**config.mk**
```make
export PLATFORM = sky130hd
export DESIGN_NAME = reload_down_timer
export DESIGN_NICKNAME = d
export VERILOG_FILES = /design/src/rtl/reload_down_timer.sv
export SDC_FILE = /design/constraint.sdc
export NUM_CORES = 1
export LEC_CHECK = 0
export ABC_CLOCK_PERIOD_IN_PS = 3500
export BUFFER_PORTS_ARGS = -buffer_cell sky130_fd_sc_hd__buf_4
export CORE_AREA = 2 2 90 92
export DETAILED_ROUTE_END_ITERATION = 10
export DIE_AREA = 0 0 92 94
export PLACE_DENSITY = 0.77
export RECOVER_POWER = 25
export SKIP_CTS_REPAIR_TIMING = 1
export SLEW_MARGIN = 20
export SYNTH_ARGS = -nofsm -noshare
export SYNTH_HDL_FRONTEND = slang
export SYNTH_SLANG_ARGS = --single-unit
```
**constraint.sdc**
```tcl
create_clock -name clk -period 3.5 [get_ports clk]
set_input_delay 0.7 -clock clk [delete_from_list [all_inputs] [get_ports clk]]
set_output_delay 0.7 -clock clk [all_outputs]
set_load 0.02 [all_outputs]
```
**src/rtl/reload_down_timer.sv**
```systemverilog
module reload_down_timer #(
  parameter int WIDTH   = 32,
  parameter int PS_BITS = 3
) (
  input  logic             clk,
  input  logic             rst_n,
  input  logic             sel,
  input  logic             wr,
  input  logic [1:0]       word_addr,
  input  logic [WIDTH-1:0] wdata,
  output logic [WIDTH-1:0] rdata,
  output logic             irq
);
  localparam int PRE_W     = 1 << PS_BITS;
  localparam int START_BIT = PS_BITS + 2;
  localparam int CTRL_W    = PS_BITS + 3;
  localparam logic [PS_BITS-1:0] PS_MAX  = '1;
  localparam logic [PRE_W-1:0]   PRE_ALL = '1;

  logic [CTRL_W-1:0] ctrl_q;
  logic [WIDTH-1:0]  load_q, cnt_q;
  logic [PRE_W-1:0]  pre_q, pre_mask;
  logic              pend_q, irq_q;

  wire               en  = ctrl_q[0];
  wire               arl = ctrl_q[1];
  wire [PS_BITS-1:0] ps  = ctrl_q[START_BIT-1:2];
  wire               run = ctrl_q[START_BIT];

  assign pre_mask = PRE_ALL >> (PS_MAX - ps);
  wire tick    = en && ((pre_q & pre_mask) == pre_mask);
  wire wr_ctrl = sel && wr && (word_addr == 2'd0);
  wire wr_load = sel && wr && (word_addr == 2'd1);

  always_ff @(posedge clk) begin
    if (!rst_n) begin
      ctrl_q <= '0;
      load_q <= '0;
      cnt_q  <= '0;
      pre_q  <= '0;
      pend_q <= 1'b0;
      irq_q  <= 1'b0;
    end else begin
      pre_q <= en ? pre_q + 1'b1 : '0;
      irq_q <= tick && run && !pend_q && (cnt_q == '0);
      if (tick && run) begin
        if (pend_q) begin
          cnt_q  <= load_q;
          pend_q <= 1'b0;
        end else if (cnt_q == '0) begin
          if (arl) cnt_q <= load_q;
          else     ctrl_q[START_BIT] <= 1'b0;
        end else begin
          cnt_q <= cnt_q - 1'b1;
        end
      end
      if (wr_load) load_q <= wdata;
      if (wr_ctrl) begin
        ctrl_q <= wdata[CTRL_W-1:0];
        if (!wdata[START_BIT]) pend_q <= 1'b0;
        else if (!run)         pend_q <= 1'b1;
      end
    end
  end

  always_comb begin
    case (word_addr)
      2'd0:    rdata = WIDTH'(ctrl_q);
      2'd2:    rdata = cnt_q;
      default: rdata = '0;
    endcase
  end

  assign irq = irq_q;
endmodule

```
==> results of run 1 <==
## final cells by class
cell class                      count  area [µm²]
Clock buffer                        9         124
Clock inverter                      7         101
Fill cell                         685        2600
Inverter                            6        22.5
Multi-Input combinational cell    435        2380
Sequential cell                    80        1600
Tap cell                          102         128
Timing Repair Buffer               85         652
## routing by layer
| layer | wire, µm | GRT usage [%] | up-vias |
|---|---|---|---|
| met5 | 0 | 0 | - |
| met4 | 215 | 9.70 | 0 |
| met3 | 1080 | 4.74 | 27 |
| met2 | 5510 | 44.5 | 223 |
| met1 | 5460 | 40.7 | 2059 |
| li1 | - | - | 2152 |
## cells by family after synthesis
kind of cell             Yosys count  synth area share, %
multiplexers                       7                 1.69
buffers and inverters             46                 4.37
flip-flops                        80                 38.6
adder cells (fa/ha/maj)            3                0.904
XOR/XNOR                           4                0.844
AND/OR/NAND/NOR                  267                 31.2
AO/OA/AOI/OAI                    154                 22.4
## registers in the layout (all words and copies together), names as in the netlist
name	count
pre_q	8
ctrl_q	6
irq	1
cnt_q	32
pend_q	1
load_q	32
## Yosys cell counts, drive strengths merged (2+ instances only)
library cell and number:
o22ai 8, xor2 2, and2 28, o21ai 26, mux2i 7, o311ai 19
dfxtp 80, o221a 2, or2 2, nand3 11, nor2b 4, nor2 47
nand4 8, nor3 19, nand2 96, nor4 23, a211oi 2, xnor2 2
or4 8, clkbuf 33, or3 10, nand2b 2, buf 7, inv 6
a21oi 78, ha 3, a41oi 2, a22oi 4, nor3b 2, a31oi 8
and3 3
## worst max path at each step
| stage | depth (start not counted) | endpoint | slack (ns) |
|---|---|---|---|
| after global placement | 7 | cnt_q[9] | 0.67 |
| after global routing | 9 | cnt_q[30] | 0.44 |
| after CTS | 7 | cnt_q[9] | 0.60 |
| after detailed placement | 7 | cnt_q[9] | 0.61 |
| final | 7 | cnt_q[15] | 0.53 |
| after floorplan | 9 | cnt_q[10] | 0.76 |
## power by group through the flow
| stage | Combinational, µW | Sequential (µW) | Clock (µW) |
|---|---|---|---|
| 3_5_place_dp | 100 | 949 | 0 |
| 2_1_floorplan | 50.8 | 945 | 0 |
| 3_3_place_gp | 98.3 | 949 | 0 |
| 4_1_cts | 100 | 927 | 775 |
| 5_1_grt | 111 | 929 | 816 |
| 6_report | 101 | 928 | 775 |
## per-stage QoR
stage	utilization, %	total power [µW]
2_1_floorplan	-	995
3_3_place_gp	63.0	1050
3_5_place_dp	63.0	1050
4_1_cts	65.9	1800
5_1_grt	65.8	1860
6_report	65.8	1800
## worst min-delay path, delay by kind of cell, from the launching register on
kind / cells / cell delay (ns)
AOI/OAI and AO/OA: 1 / 0.05
and+or+nand+nor: 1 / 0.05
DFF: 1 / 0.32
==> metrics.txt, run 1 <==
number of remaining DRC errors 0; most frequent cells in the layout nand2_1 (95), dfxtp_1 (80), buf_4 (80); final instance area 5010 µm²; Worst R2R Start cnt_q[14]; pre-CTS setup slack 0.615 ns; post-synthesis sequential area ratio 38.6%; Critical Path Start cnt_q[14]; post-synthesis cell type count 42; critical path fanouts, max 58; worst hold path cell count 2; post-DP HPWL 8510 µm; Net Sw Frac 24.0%; cts bufs inserted 9; maximum root-to-sink buffer count 2; Clk pin slew, worst setup/hold paths 0.09 ns; CTS Root Cell clkbuf_8; internal power 1370 µW; initial antenna violation count 0; Worst setup EP type flip-flop; diode count 0; worst-case reg-to-reg path depth 7; Crit path largest cell delay 0.61 ns; Initial DRC Count 349; Cell Count, Final, Fillers Out 724; PD cells 360 nW/µm²; slowest CP cell or4_1; final-report setup violation count 0; RSZ-0062 raised after global routing false; Setup CP Type reg -> reg; Post-Syn Nets 602; Die Ht 94 µm; Fmax 337 MHz; htree depth 3; Worst path most repeated cell or4_1; FF-to-FF setup slack 0.53 ns; placed inst area 4790 µm²; Rel. slew slack 9.32%; family with the most delay on the worst path simple AND/OR/NAND/NOR gates; final setup TNS 0 ns; routability-driven placement congestion ratio 0.955; Remaining Overflow, GRT 0; Clock Skew 0.0130 ns; area delta synth->final 20.6%; Switch Pwr 433 µW; Post-Syn Area 4150 µm²; CP startpoint kind flip-flop; ANT nets after route 0; Syn Inst Count 561; commonest non-fill, non-tap cell in the layout nand2_1; final worst slack 0.534 ns; dominant cell type by area after synthesis dfxtp_1; Die ar. 8650 µm²; IR drop worst, VDD 0.000247 V; Cells after DPL 708; DR pass1 iterations 5; first-pass GRT wire length 19900 µm; part of the power in registers 51.4%; Buf+Inv Stages, Crit Path 1; Critical R2R Capture cnt_q[15]; Starting Density 54.6%; predominant post-synthesis flop cell dfxtp_1; max_cap viols 0; Clk pwr share 43.0%; Core Area 7610 µm²; DR WL/cell 16.9 µm; Slew Limit Fails 0; Vias/cell 6.16; Worst EP arrival 3.19 ns; share of the synthesized area in the top cell type 38.6%; Avg Inst Size Synth 7.40 µm²; # rows 32; status completed; chip width 92 µm; Crit path required time 3.72 ns; final WL 12300 µm; worst-skew pair later-pin latency 0.36 ns; number of clock sinks 80; synth top area cells dfxtp_1 (39%), a21oi_1 (9.4%), nand2_1 (8.7%); HP Class reg -> reg; largest net degree at the start of global routing 59; layout cells sized above 1 17.2%; TritonCTS clock tree yes; Via Count 4461; Endpoint, Worst Hold load_q[19]; Comb pwr share 5.6%; crit path cell chain or4_1, or4_1, o41ai_4, buf_12, a21oi_1, o311ai_1, o21ai_1; Hold Path Origin load_q[19]; Tmin final 2.97 ns; Final nets 658; Seq cells post-synth 80; vias in the first global route 4064; total track usage 28.7%; Ports 71; PortBufs 70; Post-synth EDFFs 0; worst slew pin tran 1.36 ns; leak pwr 0.00189 µW; Final Hold Fails 0; period utilization 84.8%; Yosys Warn Count 0; Async SR Flop Fraction 0%; Hold WS 0.465 ns
No activity file was read; power rests on OpenSTA's default activity.
==> run 2, diff against run 1 <==
--- a/config.mk
+++ b/config.mk
@@ -5,12 +5,13 @@
 export SDC_FILE = /design/constraint.sdc
 export NUM_CORES = 1
 export LEC_CHECK = 0
-export ABC_CLOCK_PERIOD_IN_PS = 3500
+export ABC_AREA = 1
+export ABC_CLOCK_PERIOD_IN_PS = 2700
 export BUFFER_PORTS_ARGS = -buffer_cell sky130_fd_sc_hd__buf_4
-export CORE_AREA = 2 2 90 92
+export CORE_AREA = 2 2 97 99
 export DETAILED_ROUTE_END_ITERATION = 10
-export DIE_AREA = 0 0 92 94
-export PLACE_DENSITY = 0.77
+export DIE_AREA = 0 0 99 101
+export PLACE_DENSITY = 0.75
 export RECOVER_POWER = 25
 export SKIP_CTS_REPAIR_TIMING = 1
 export SLEW_MARGIN = 20
==> constraint.sdc (replaced) <==
create_clock -name clk -period 2.7 [get_ports clk]
set_input_delay 0.54 -clock clk [delete_from_list [all_inputs] [get_ports clk]]
set_output_delay 0.54 -clock clk [all_outputs]
set_load 0.02 [all_outputs]
==> metrics.txt, run 2 <==
cts bufs inserted 9; Syn Inst Count 726; htree depth 3; CP startpoint kind input pin; met2 usage 39.8%; Clock Skew 0.0113 ns; Initial DRC Count 361; Fmax 465 MHz; final-report setup violation count 0; Async SR Flop Fraction 0%; post-DP HPWL 8770 µm; largest registers cnt_q: 32 flops, load_q: 32 flops, pre_q: 8 flops; number of remaining DRC errors 0; Yosys Warn Count 0; Crit path largest cell delay 0.51 ns; gr busiest metal met2; Rel. slew slack 36.3%; final instance area 5270 µm²; chip width 99 µm; Post-Syn Area 4520 µm²; final setup TNS 0 ns; synth top area cells dfxtp_1 (35%), nand2_1 (13%), nor2_1 (13%); worst-case reg-to-reg path depth 12; # rows 35; Clk pin slew, worst setup/hold paths 0.08 ns; Seq cells post-synth 80; total track usage 24.8%; Worst EP arrival 2.36 ns; DR pass1 iterations 5; overall power 2340 µW; Starting Density 50.4%; routability-driven placement congestion ratio 0.927; GR Util met1 33.7%; Via Count 4705; Tmin final 2.15 ns; final WL 11900 µm; Die ar. 10000 µm²; slowest CP cell clkbuf_2; met3 GRT Util 3.54%; Final nets 824; Post-synth EDFFs 0; Hold Path Origin wdata[7]; placed inst area 5060 µm²; layout cells sized above 1 14.2%; FF-to-FF setup slack 0.63 ns; IR drop worst, VDD 0.000349 V; Slew Limit Fails 0; vias in the first global route 4330; status completed; first-pass GRT wire length 20100 µm; DR WL/cell 13.3 µm; dominant cell type by area after synthesis dfxtp_1; diode count 0; Remaining Overflow, GRT 0; predominant post-synthesis flop cell dfxtp_1; post-synthesis cell type count 30; Endpoint, Worst Hold load_q[7]; Worst setup EP type flip-flop; initial antenna violation count 0; number of clock sinks 80; worst hold path cell count 3; PD cells 444 nW/µm²; area delta synth->final 16.6%; Post-Syn Nets 767; Vias/cell 5.23; HP Class in -> reg; most frequent cells in the layout nand2_1 (154), nor2_1 (154), dfxtp_1 (80); ANT nets after route 0; Final Hold Fails 0; worst-skew pair later-pin latency 0.36 ns; fin util 58.7%; Die Ht 101 µm; TritonCTS clock tree yes; leak pwr 0.00256 µW; PortBufs 70; max_cap viols 0; share of the synthesized area in the top cell type 35.4%; Critical R2R Capture cnt_q[24]; most frequent cells after synthesis nand2_1 (154), nor2_1 (154), dfxtp_1 (80); largest net degree at the start of global routing 58; Worst R2R Start cnt_q[0]; Crit path required time 2.91 ns; Core Area 8980 µm²; Avg Inst Size Synth 6.23 µm²; maximum root-to-sink buffer count 2; crit path cell chain clkbuf_4, inv_1, nor3_1, clkbuf_1, clkinv_1, clkbuf_2, o21ai_0, a21oi_1; RSZ-0062 raised after global routing false; Hold WS 0.404 ns; worst slew pin tran 0.955 ns; critical path fanouts, max 53; Ports 71; CTS Root Cell clkbuf_8; post-synthesis sequential area ratio 35.4%; Setup CP Type in -> reg; period utilization 79.7%
==> run 2: changes by cell type in the layout (fill, tap and decap cells not counted), sizes merged, moves of 28 or more <==
cell   before  now
nor2       47  168
inv         8   82
nand2      96  161
o21ai      26   74
nand3      11   46
a21oi      78   48
and2       28    0
==> run 2: report_power, final <==
part,total [µW],internal (µW),switching [µW]
sequential,1210,1200,9.28
clock,986,550,436
combinational,145,63.1,82.3
==> run 2: how the worst max path moves through the flow <==
| stage | from | to | slack [ns] |
|---|---|---|---|
| floorplan | word_addr[0] | rdata[0] | 0.90 |
| finish | word_addr[0] | load_q[22] | 0.55 |
| CTS | cnt_q[0] | cnt_q[24] | 0.67 |
| global route | word_addr[0] | load_q[22] | 0.26 |
| detailed placement | cnt_q[0] | cnt_q[24] | 0.69 |
| global placement | word_addr[0] | rdata[1] | 0.75 |
==> run 2: metrics by stage <==
step | setup slack, ns | cells
5_1_grt | 0.257 | 899
3_5_place_dp | 0.686 | 883
2_1_floorplan | 0.896 | 726
3_3_place_gp | 0.748 | 883
4_1_cts | 0.671 | 899
6_report | 0.548 | 899
==> run 2: critical path, delay by kind of cell <==
kind,cells,cell delay [ns]
buffers and inverters,5,1.15
AND/OR/NAND/NOR,1,0.16
AO/OA/AOI/OAI,2,0.48
==> run 2: area by class of cell <==
class / count / area, µm²
multi-input cells: 535 / 2450
well taps: 111 / 139
flip-flops and latches: 80 / 1600
repair buffers: 75 / 551
clock buffers: 12 / 145
inverters: 82 / 310
clock inverters: 4 / 76.3
fillers: 872 / 3710
==> run 2: cells by family (layout without fill, tap and decap cells) <==
logic type / after synthesis / count (layout) / synth area share [%]
AND/OR/NAND/NOR: 389 / 389 / 36.1
AO/OA/AOI/OAI: 131 / 131 / 14.9
buffers and inverters: 111 / 173 / 10.4
flip-flops: 80 / 80 / 35.4
XOR/XNOR: 12 / 12 / 2.32
adder cells (fa/ha/maj): 3 / 3 / 0.830
==> run 2: routing by layer <==
layer,vias to the layer above,wire [µm],share of wire (%)
met1,2113,5520,46
met4,0,192,1.6
met2,166,5440,46
li1,2408,-,-
met5,-,0,0
met3,18,771,6.5
